--- src/rtl/aal5_frame_unit.sv ---
module aal5_frame_unit #(
  parameter int CELL = 48,
  parameter int LW   = 16
) (
  input  logic          clk,
  input  logic          rst_n,
  input  logic          tx_in_valid,
  output logic          tx_in_ready,
  input  logic [7:0]    tx_in_data,
  input  logic          tx_in_sop,
  input  logic          tx_in_eop,
  input  logic [7:0]    tx_uu,
  input  logic [7:0]    tx_cpi,
  output logic          tx_out_valid,
  input  logic          tx_out_ready,
  output logic [7:0]    tx_out_data,
  output logic          tx_out_sop,
  output logic          tx_out_eop,
  input  logic          rx_valid,
  input  logic [7:0]    rx_data,
  input  logic          rx_sop,
  input  logic          rx_eop,
  output logic          rx_done,
  output logic [LW-1:0] rx_len,
  output logic          rx_bad_len,
  output logic          rx_bad_crc
);
  localparam int PW = $clog2(CELL);
  localparam int CW = LW + 1;
  localparam logic [PW-1:0] POS_PRE_TRL = PW'(CELL - 9);
  localparam logic [PW-1:0] POS_LAST    = PW'(CELL - 1);
  localparam logic [31:0] POLY    = 32'h04C11DB7;
  localparam logic [31:0] RESIDUE = 32'hC704DD7B;

  typedef enum logic [1:0] {S_PAY = 2'd0, S_PAD = 2'd1, S_TRL = 2'd2} st_t;

  function automatic logic [31:0] crc_step(input logic [31:0] c, input logic [7:0] d);
    logic [31:0] r;
    r = c;
    for (int i = 7; i >= 0; i--) begin
      if (r[31] ^ d[i]) r = (r << 1) ^ POLY;
      else              r = r << 1;
    end
    return r;
  endfunction

  st_t           st;
  logic [PW-1:0] pos;
  logic [LW-1:0] len_cnt;
  logic [2:0]    tidx;
  logic [31:0]   crc;
  logic [7:0]    uu_q, cpi_q;
  logic [7:0]    tbyte;
  logic [31:0]   crc_nxt;
  logic          fire;
  logic          in_pay;

  assign in_pay       = (st == S_PAY);
  assign tx_in_ready  = in_pay & tx_out_ready;
  assign tx_out_valid = in_pay ? tx_in_valid : 1'b1;
  assign tx_out_sop   = in_pay & tx_in_sop;
  assign tx_out_eop   = (st == S_TRL) && (tidx == 3'd7);
  assign fire         = tx_out_valid & tx_out_ready;

  always_comb begin
    case (tidx)
      3'd0:    tbyte = uu_q;
      3'd1:    tbyte = cpi_q;
      3'd2:    tbyte = len_cnt[15:8];
      3'd3:    tbyte = len_cnt[7:0];
      3'd4:    tbyte = ~crc[31:24];
      3'd5:    tbyte = ~crc[23:16];
      3'd6:    tbyte = ~crc[15:8];
      default: tbyte = ~crc[7:0];
    endcase
  end

  assign tx_out_data = in_pay ? tx_in_data : (st == S_PAD) ? 8'h00 : tbyte;
  assign crc_nxt     = crc_step((in_pay && tx_in_sop) ? 32'hFFFFFFFF : crc, tx_out_data);

  always_ff @(posedge clk) begin
    if (!rst_n) begin
      st      <= S_PAY;
      pos     <= '0;
      len_cnt <= '0;
      tidx    <= '0;
      crc     <= '1;
      uu_q    <= '0;
      cpi_q   <= '0;
    end else if (fire) begin
      pos <= (pos == POS_LAST) ? '0 : pos + 1'b1;
      case (st)
        S_PAY: begin
          crc     <= crc_nxt;
          len_cnt <= tx_in_sop ? LW'(1) : len_cnt + 1'b1;
          if (tx_in_sop) begin
            uu_q  <= tx_uu;
            cpi_q <= tx_cpi;
          end
          if (tx_in_eop) begin
            tidx <= '0;
            st   <= (pos == POS_PRE_TRL) ? S_TRL : S_PAD;
          end
        end
        S_PAD: begin
          crc <= crc_nxt;
          if (pos == POS_PRE_TRL) st <= S_TRL;
        end
        default: begin
          if (!tidx[2]) crc <= crc_nxt;
          tidx <= tidx + 1'b1;
          if (tidx == 3'd7) st <= S_PAY;
        end
      endcase
    end
  end

  logic [CW-1:0] rcnt, rtot, rpad;
  logic [39:0]   rsh;
  logic [47:0]   rsh_n;
  logic [31:0]   rcrc, rcrc_n;
  logic [LW-1:0] rlen;

  assign rtot   = (rx_sop ? '0 : rcnt) + 1'b1;
  assign rsh_n  = rx_sop ? {40'b0, rx_data} : {rsh, rx_data};
  assign rcrc_n = crc_step(rx_sop ? 32'hFFFFFFFF : rcrc, rx_data);
  assign rlen   = rsh_n[47:32];
  assign rpad   = ((CW'(rlen) + CW'(CELL + 7)) / CW'(CELL)) * CW'(CELL);

  always_ff @(posedge clk) begin
    if (!rst_n) begin
      rcnt       <= '0;
      rsh        <= '0;
      rcrc       <= '1;
      rx_done    <= 1'b0;
      rx_len     <= '0;
      rx_bad_len <= 1'b0;
      rx_bad_crc <= 1'b0;
    end else begin
      rx_done <= rx_valid & rx_eop;
      if (rx_valid) begin
        rcnt <= rtot;
        rsh  <= rsh_n[39:0];
        rcrc <= rcrc_n;
        if (rx_eop) begin
          rx_len     <= rlen;
          rx_bad_len <= (rtot != rpad);
          rx_bad_crc <= (rcrc_n != RESIDUE);
        end
      end
    end
  end
endmodule

--- config.mk ---
export PLATFORM = sky130hd
export DESIGN_NAME = aal5_frame_unit
export DESIGN_NICKNAME = d
export VERILOG_FILES = /design/src/rtl/aal5_frame_unit.sv
export SDC_FILE = /design/constraint.sdc
export NUM_CORES = 1
export LEC_CHECK = 0
export ABC_CLOCK_PERIOD_IN_PS = 10800
export BUFFER_PORTS_ARGS = -buffer_cell sky130_fd_sc_hd__buf_2
export CAP_MARGIN = 20
export CORE_ASPECT_RATIO = 0.75
export CORE_MARGIN = 3
export CORE_UTILIZATION = 62
export DETAILED_ROUTE_END_ITERATION = 7
export PLACE_DENSITY = 0.86
export SLEW_MARGIN = 20
export SYNTH_ARGS = -nofsm -noshare
export SYNTH_HDL_FRONTEND = slang
export SYNTH_SLANG_ARGS = --single-unit
--- constraint.sdc ---
create_clock -name clk -period 10.8 [get_ports clk]
set_input_delay 0.54 -clock clk [delete_from_list [all_inputs] [get_ports clk]]
set_output_delay 0.54 -clock clk [all_outputs]
set_load 0.01 [all_outputs]
==> results of run 1 <==
cells in the mapped netlist, drive strengths merged, types with 7 or more instances:
cell type / n / area (sq um)
ha: 23 / 288
nor3: 23 / 115
buf: 21 / 120
xor2: 70 / 613
nand3: 25 / 125
a21oi: 67 / 335
nand2b: 10 / 62.6
a31oi: 11 / 68.8
clkbuf: 79 / 297
o21ai: 97 / 485
nand2: 232 / 878
dfxtp: 183 / 3660
a21boi: 30 / 225
and2: 16 / 100
xnor2: 142 / 1240
and3: 42 / 269
nor2b: 85 / 532
mux2i: 21 / 210
o22ai: 14 / 87.6
or2: 7 / 43.8
nand4: 14 / 103
a21o: 7 / 52.6
nor2: 155 / 584
o31a: 8 / 70.1
nor4: 10 / 62.6
o211ai: 36 / 270
or3: 10 / 63.8
a222oi: 8 / 80.1
a32oi: 9 / 78.8
inv: 18 / 67.6
cell families after synthesis:
kind of cell	Yosys count
AOI/OAI and AO/OA	325
xor gates and xnor gates	212
adders and majority gates	25
buffers and inverters	121
DFF	183
muxes	22
and+or+nand+nor	648
stage by stage:
stage          worst slack (ns)  total power, uW  std cells
2_1_floorplan              2.77             1200       1536
3_3_place_gp               3.44             1300       1760
3_5_place_dp               3.11             1310       1760
4_1_cts                    3.45             1940       1792
5_1_grt                    2.83             2040       1794
6_report                   3.31             1940       1794
sequential cells by signal, indices dropped and copies added (netlist names), 6 cells and up:
signal / count
rcnt: 17
crc: 32
rcrc: 32
rsh: 40
rx_len: 16
uu_q: 8
pos: 6
len_cnt: 16
cpi_q: 8
worst min-delay path: cells and delay by family:
| family | cells | cell delay, ns |
|---|---|---|
| compound gates | 1 | 0.06 |
| buf+inv | 1 | 0.10 |
| simple gates | 1 | 0.04 |
power breakdown:
part | switching, uW | internal [uW]
Sequential | 45.7 | 726
Clock | 318 | 314
Combinational | 307 | 231
area by class of cell:
cell class | count | area, sq um
Multi-Input combinational cell | 1232 | 7620
Fill cell | 1459 | 5410
Sequential cell | 183 | 3660
Timing Repair Buffer | 82 | 443
Clock buffer | 17 | 425
Tap cell | 242 | 303
Clock inverter | 15 | 179
Inverter | 21 | 83.8
Antenna cell | 2 | 5.00
metal layers:
layer,track usage (%),wire (um),vias up
met3,7.47,2980,45
met4,6.90,396,0
met2,40.9,12400,467
met1,43.2,13900,5050
met5,0,0,-
li1,-,-,5263
worst max path at each step:
stage            start         end  slack (ns)
6_report       rsh[25]  rx_bad_len        3.31
4_1_cts        rsh[25]  rx_bad_len        3.45
5_1_grt        rsh[25]  rx_bad_len        2.83
3_5_place_dp    rx_sop  rx_bad_len        3.11
3_3_place_gp    rx_sop  rx_bad_len        3.44
2_1_floorplan   rx_sop  rx_bad_len        2.77
==> flow_summary.json, run 1 <==
{
  "status": "finished clean",
  "drv_slew": 0,
  "cts_resized": 0,
  "layout_common_cells": "nand2_1 (230), dfxtp_1 (183), nor2_1 (154)",
  "synth.area.mux_share_pct": 1.88,
  "drc_errors": 0,
  "dp_hpwl_um": 20700,
  "slew_headroom_pct": 28.9,
  "root_buffer": "clkbuf_16",
  "reg2reg_to": "rx_bad_len",
  "cts_buffers": 17,
  "synthCells": 1536,
  "synth_top_family_by_area": "simple AND/OR/NAND/NOR gates",
  "worst_pin_slew_ns": 1.06,
  "die-area_sq_um": 20700,
  "totalWireLength_um": 29700,
  "clk_latency_ns": 0.44,
  "num_io_pins": 72,
  "synth_xor_area_share_pct": 15.8,
  "grt.overflow.total": 0,
  "numPortBuffers": 71,
  "synth_compound_gate_area_share_pct": 17.9,
  "wl_per_cell_um": 16.5,
  "min_period_ns": 7.49,
  "synthAdderAreaFrac_pct": 2.70,
  "holdPathStages": 3,
  "path_clk_slew_ns": 0.08,
  "grt_pass1_vias": 9795,
  "htree_num_levels": 4,
  "rsz0062_at_grt": "no",
  "ys_warn_count": 0,
  "dpl_cell_area_sq_um": 12100,
  "synth_edf_count": 0,
  "worstSetupPathType": "reg -> reg",
  "gp_congestion": 0.940,
  "cts_setup_buffers": 0,
  "die_height_um": 125,
  "rows": 42,
  "cp_common_cell": "nor2b_1",
  "async_flop_share_pct": 0,
  "p_per_area_nw_per_um2": 153,
  "path_depth": 33,
  "rr_worst_depth": 33,
  "track_usage_pct": 28.8,
  "power_leakage_uw": 0.00497,
  "netlist_area_sq_um": 11800,
  "grt_max_degree": 99,
  "cts_tree": "yes",
  "antenna_found_initial": 2,
  "grt_pass1_wl_um": 49100,
  "fin_tns_setup_ns": 0,
  "drv_cap": 0,
  "fmax_ghz": 0.133,
  "synthSimpleGateAreaFrac_pct": 26.4,
  "cp.arrival_ns": 7.81,
  "drtPass1Iterations": 6,
  "max_stage_delay_ns": 0.56,
  "syn-num-nets": 1601,
  "cts.sink_count": 183,
  "fin_skew_ns": 0.0148,
  "syn_to_final_growth_pct": 7.99,
  "vias": 10800,
  "drive_above_1_share_pct": 8.84,
  "cp-start-kind": "flop",
  "hold_class": "in -> reg",
  "cp-end-kind": "flop",
  "drt-initial-drc-count": 1400,
  "slowest_stage": "or4b_1",
  "whs_endpoint": "cpi_q[3]",
  "vdd_drop_max_uv": 104,
  "ant_nets": 0,
  "min_period_over_period_pct": 69.4,
  "synth_flop_cell": "dfxtp_1",
  "final_common_cell": "nand2_1",
  "ys_ff_latch": 183,
  "syn_avg_cell_area_sq_um": 7.67,
  "worstPathMaxFanout": 9,
  "viasPerCell": 6.03,
  "reg2reg_from": "rsh[25]",
  "rrSetupSlack_ns": 3.31,
  "cts_hold_buf": 0,
  "finalHoldViolCount": 0,
  "cts_buffer_depth": 2,
  "fp.dieW_um": 165,
  "path_buf_inv": 3,
  "nets": 1602,
  "yosys.cell_types.count": 77,
  "utilization_pct": 70.2,
  "setup_viol": 0,
  "crit_family": "simple AND/OR/NAND/NOR gates",
  "hold_slack_ns": 0.339,
  "initial_core_util_pct": 65.0,
  "yosysSeqAreaShare_pct": 31.1,
  "design_area_sq_um": 12700,
  "min_from": "tx_cpi[3]",
  "core_area_sq_um": 18100,
  "cp.required_ns": 11.11
}
(Power assumes the default switching activity.)
==> inputs of run 2 (changes only) <==
Settings changed: ABC_CLOCK_PERIOD_IN_PS 10800 to 7850.
Clock period 10.8 ns to 7.85 ns, I/O delays scaled along.
==> flow_summary.json, run 2 (synthesis gave the netlist of run 1 again) <==
{
  "numPortBuffers": 71,
  "rr_worst_depth": 33,
  "utilization_pct": 70.4,
  "path_clk_slew_ns": 0.08,
  "drt-initial-drc-count": 1345,
  "vdd_drop_max_uv": 154,
  "slew_headroom_pct": 30.7,
  "grt_pass1_wl_um": 49500,
  "worstPathMaxFanout": 9,
  "num_io_pins": 72,
  "reg2reg_from": "rsh[25]",
  "root_buffer": "clkbuf_16",
  "min_period_ns": 7.39,
  "cp.arrival_ns": 7.69,
  "worstSetupPathType": "reg -> reg",
  "cp_common_cell": "nor2b_1",
  "rrSetupSlack_ns": 0.46,
  "viasPerCell": 6.07,
  "drtPass1Iterations": 7,
  "vias": 10900,
  "fin_skew_ns": 0.0150,
  "layout_common_cells": "nand2_1 (230), dfxtp_1 (183), nor2_1 (153)",
  "largest_reg_flops": 40,
  "finalHoldViolCount": 0,
  "cts_buffer_depth": 2,
  "cp-end-kind": "flop",
  "status": "finished clean",
  "cts_resized": 0,
  "drc_errors": 0,
  "p_per_area_nw_per_um2": 211,
  "placed_cells": 1762,
  "cts_setup_buffers": 0,
  "final_common_cell": "nand2_1",
  "cp.required_ns": 8.16,
  "power_leakage_uw": 0.00498,
  "fp.dieW_um": 165,
  "hold_class": "in -> reg",
  "path_buf_inv": 3,
  "grt.overflow.total": 0,
  "slowest_stage": "or4_4",
  "worst_pin_slew_ns": 1.03,
  "gp_congestion": 0.974,
  "fmax_ghz": 0.135,
  "htree_num_levels": 4,
  "antenna_found_initial": 1,
  "initial_core_util_pct": 65.0,
  "cts_buffers": 17,
  "syn_to_final_growth_pct": 8.38,
  "crit_family": "simple AND/OR/NAND/NOR gates",
  "die_height_um": 125,
  "finalPower_uw": 2700,
  "whs_endpoint": "uu_q[1]",
  "cts_tree": "yes",
  "setup_viol": 0,
  "min_period_over_period_pct": 94.1,
  "min_from": "tx_uu[1]",
  "ant_nets": 0,
  "die-area_sq_um": 20700,
  "track_usage_pct": 29.0,
  "holdPathStages": 3,
  "fillers": 1469,
  "top_regs": "rsh: 40 flops, crc: 32 flops, rcrc: 32 flops",
  "rsz0062_at_grt": "no",
  "cts_hold_buf": 0,
  "reg2reg_to": "rx_bad_len",
  "totalWireLength_um": 30500,
  "top_register": "rsh",
  "grt_max_degree": 102,
  "rows": 42,
  "dp_hpwl_um": 21200,
  "drv_cap": 0,
  "drv_slew": 0,
  "clk_latency_ns": 0.44,
  "layout.cells.non_filler": 1795,
  "cts.sink_count": 183,
  "max_stage_delay_ns": 0.52,
  "nets": 1604,
  "cp-start-kind": "flop",
  "grt_pass1_vias": 9697,
  "wl_per_cell_um": 17.0,
  "drive_above_1_share_pct": 9.28,
  "fin_tns_setup_ns": 0,
  "core_area_sq_um": 18100
}
[run 2: through the flow]
step	worst slack [ns]	instance area (sq um)	hold slack (ns)
after floorplan	0.0523	11800	0.443
after global placement	0.724	12100	0.449
after detailed placement	0.312	12100	0.460
after CTS	0.380	12700	0.182
after global routing	0.0227	12800	0.189
final	0.464	12800	0.191
[run 2: metal layers]
| metal | global-route usage, % | routed length (um) | vias to the layer above |
|---|---|---|---|
| met5 | 0 | 0 | - |
| met4 | 5.42 | 282 | 0 |
| met3 | 7.24 | 3090 | 31 |
| met2 | 41.0 | 12900 | 498 |
| met1 | 44.6 | 14300 | 5089 |
| li1 | - | - | 5271 |
[run 2: worst register-to-register path, delay by kind of cell (launching register included)]
kind                       cells  cell delay (ns)
and+or+nand+nor               13             3.29
AOI/OAI and AO/OA             12             2.38
adders and majority gates      3             0.60
DFF                            1             0.40
buffers and inverters          3             0.33
muxes                          1             0.14
xor gates and xnor gates       1             0.11
[run 2: area by class of cell]
cell class	instances	area, sq um	share of cell area, %
Sequential cell	183	3660	28.7
Clock buffer	17	425	3.33
Tap cell	242	303	2.37
Timing Repair Buffer	84	458	3.59
Clock inverter	15	190	1.49
Inverter	21	83.8	0.657
Antenna cell	1	2.50	0.0196
Multi-Input combinational cell	1232	7640	59.8
[run 2: worst max-delay path by stage]
stage | startpoint | to | slack (ns) | depth (start not counted)
final | rsh[25] | rx_bad_len | 0.46 | 33
after global routing | rsh[31] | rx_bad_len | 0.02 | 30
after CTS | rsh[25] | rx_bad_len | 0.38 | 33
after detailed placement | rx_sop | rx_bad_len | 0.31 | 34
after global placement | rx_sop | rx_bad_len | 0.72 | 33
after floorplan | rx_sop | rx_bad_len | 0.05 | 40
[run 2: where the power goes]
part | internal [uW] | switching, uW | leakage [uW]
Combinational | 319 | 435 | 0.00320
Clock | 438 | 444 | 0.000295
Sequential | 1000 | 63.6 | 0.00149
Total | 1760 | 943 | 0.00498
==> inputs of run 3 (changes only) <==
Settings changed: ABC_AREA set to 1, CORE_UTILIZATION 62 to 61, PLACE_DENSITY 0.86 to 0.8.
==> flow_summary.json, run 3 <==
{
  "status": "finished clean",
  "finalHoldViolCount": 0,
  "slew_headroom_pct": 39.5,
  "drv_cap": 0,
  "vias": 10300,
  "cp_common_cell": "nand2_1",
  "synth_largest_area_cell": "dfxtp_1",
  "cts_buffers": 17,
  "synth.area.top_cells": "dfxtp_1 (34%), a21oi_1 (8.2%), nand2_1 (7.8%), xor2_1 (7.3%), nor2_1 (6.5%)",
  "top_regs": "rsh: 40 flops, crc: 32 flops, rcrc: 32 flops",
  "rrSetupSlack_ns": 1.03,
  "layout_common_cells": "nand2_1 (225), nor2_1 (186), dfxtp_1 (183)",
  "grt_pass1_wl_um": 46100,
  "die-area_sq_um": 19300,
  "grt_pass1_vias": 9155,
  "num_antenna_cells": 0,
  "worstPathMaxFanout": 25,
  "fmax_ghz": 0.145,
  "ys_warn_count": 0,
  "finalPower_uw": 2720,
  "hold_slack_ns": 0.218,
  "cts_tree": "yes",
  "rsz0062_at_grt": "no",
  "die_height_um": 121,
  "drt-initial-drc-count": 941,
  "crit_start": "rx_sop",
  "initial_core_util_pct": 63.1,
  "cts_buffer_depth": 2,
  "async_flop_share_pct": 0,
  "rr_worst_depth": 54,
  "wl_per_cell_um": 15.6,
  "largest_reg_flops": 40,
  "yosys.cell_types.count": 50,
  "yosysSeqAreaShare_pct": 34.0,
  "path_clk_slew_ns": 0.07,
  "netlist.area_leader.share_pct": 34.0,
  "synth_flop_cell": "dfxtp_1",
  "top_register": "rsh",
  "final_common_cell": "nand2_1",
  "synth_edf_count": 0,
  "min_period_over_period_pct": 87.7,
  "cp.arrival_ns": 7.22,
  "antenna_found_initial": 0,
  "reg2reg_to": "rx_bad_len",
  "dp_hpwl_um": 20100,
  "crit_end": "rx_bad_len",
  "drv_slew": 0,
  "drc_errors": 0,
  "netlist_area_sq_um": 10800,
  "power_leakage_uw": 0.00508,
  "cts_resized": 0,
  "cts_hold_buf": 0,
  "setup_viol": 0,
  "syn-num-nets": 1598,
  "core_area_sq_um": 17100,
  "reg2reg_from": "rsh[25]",
  "cp-end-kind": "flop",
  "drive_above_1_share_pct": 10.8,
  "viasPerCell": 5.65,
  "rows": 41,
  "track_usage_pct": 29.1,
  "min_period_ns": 6.88,
  "cts.sink_count": 183,
  "nets": 1633,
  "root_buffer": "clkbuf_16",
  "worst_pin_slew_ns": 0.901,
  "cp.required_ns": 8.18,
  "ant_nets": 0,
  "yosysMostFrequentCell": "nand2_1",
  "fin_tns_setup_ns": 0,
  "slowest_stage": "fa_1",
  "gp_congestion": 0.936,
  "grt_max_degree": 95,
  "num_io_pins": 72,
  "hold_class": "in -> reg",
  "drtPass1Iterations": 6,
  "cts_setup_buffers": 0,
  "clk_latency_ns": 0.44,
  "numPortBuffers": 71,
  "syn_avg_cell_area_sq_um": 7.03,
  "vdd_drop_max_uv": 149,
  "htree_num_levels": 4,
  "fin_skew_ns": 0.0118,
  "cp-start-kind": "primary input",
  "fillers": 1474,
  "synthCells": 1533,
  "max_stage_delay_ns": 0.40,
  "syn_to_final_growth_pct": 10.1,
  "ys_ff_latch": 183,
  "grt.overflow.total": 0,
  "worstSetupPathType": "in -> reg",
  "fp.dieW_um": 159,
  "totalWireLength_um": 28400,
  "p_per_area_nw_per_um2": 229,
  "synth_common_cells": "nand2_1 (225), nor2_1 (187), dfxtp_1 (183), a21oi_1 (177), inv_1 (153)"
}
==> run 3: worst min-delay path by stage <==
stage	startpoint	cells past startpoint	endpoint	slack, ns
after global routing	rx_data[7]	3	rsh[7]	0.23
final	rx_data[7]	3	rsh[7]	0.22
after floorplan	uu_q[1]	2	uu_q[1]	0.42
after detailed placement	rcrc[16]	2	rcrc[16]	0.45
after global placement	rcrc[16]	2	rcrc[16]	0.45
after CTS	tx_cpi[5]	3	cpi_q[5]	0.21
==> run 3: worst max-delay path: cells and delay by family <==
kind / cells / cell delay [ns]
and+or+nand+nor: 33 / 3.24
buffers and inverters: 5 / 0.52
adders and majority gates: 3 / 0.81
xor gates and xnor gates: 1 / 0.16
AOI/OAI and AO/OA: 14 / 2.06
==> run 3: kinds of logic after synthesis <==
kind of cell / count (synthesis) / share of synthesized area, %
AOI/OAI and AO/OA: 393 / 20.2
xor gates and xnor gates: 152 / 12.4
buffers and inverters: 222 / 7.86
adders and majority gates: 24 / 2.86
DFF: 183 / 34.0
and+or+nand+nor: 559 / 22.7
==> run 3: cell type report <==
cell class	count	area, sq um	area share [%]
multi-input cells	1128	6270	52.9
flip-flops and latches	183	3660	30.9
inverters	158	596	5.02
clock buffers	18	429	3.62
repair buffers	80	423	3.57
well taps	236	295	2.49
clock inverters	14	184	1.55
==> run 3: power by group <==
group | internal [uW] | switching (uW)
Sequential | 1000 | 48.6
Combinational | 287 | 489
Clock | 484 | 402
==> run 3: per-layer routing <==
metal | up-vias | share of wire [%] | track usage, %
met4 | 0 | 1.3 | 7.49
met1 | 4698 | 49 | 43.1
met5 | - | 0 | 0
met2 | 397 | 41 | 42.6
li1 | 5141 | - | -
met3 | 35 | 9.2 | 6.69
==> run 3: per-stage QoR <==
step           setup WS, ns  util (%)  instances  instance area, sq um
2_1_floorplan          1.85         -       1533                 10800
3_3_place_gp           1.00      65.8       1785                 11200
3_5_place_dp          0.649      65.8       1785                 11200
4_1_cts                1.09      69.4       1817                 11900
5_1_grt               0.283      69.4       1817                 11900
6_report              0.968      69.4       1817                 11900
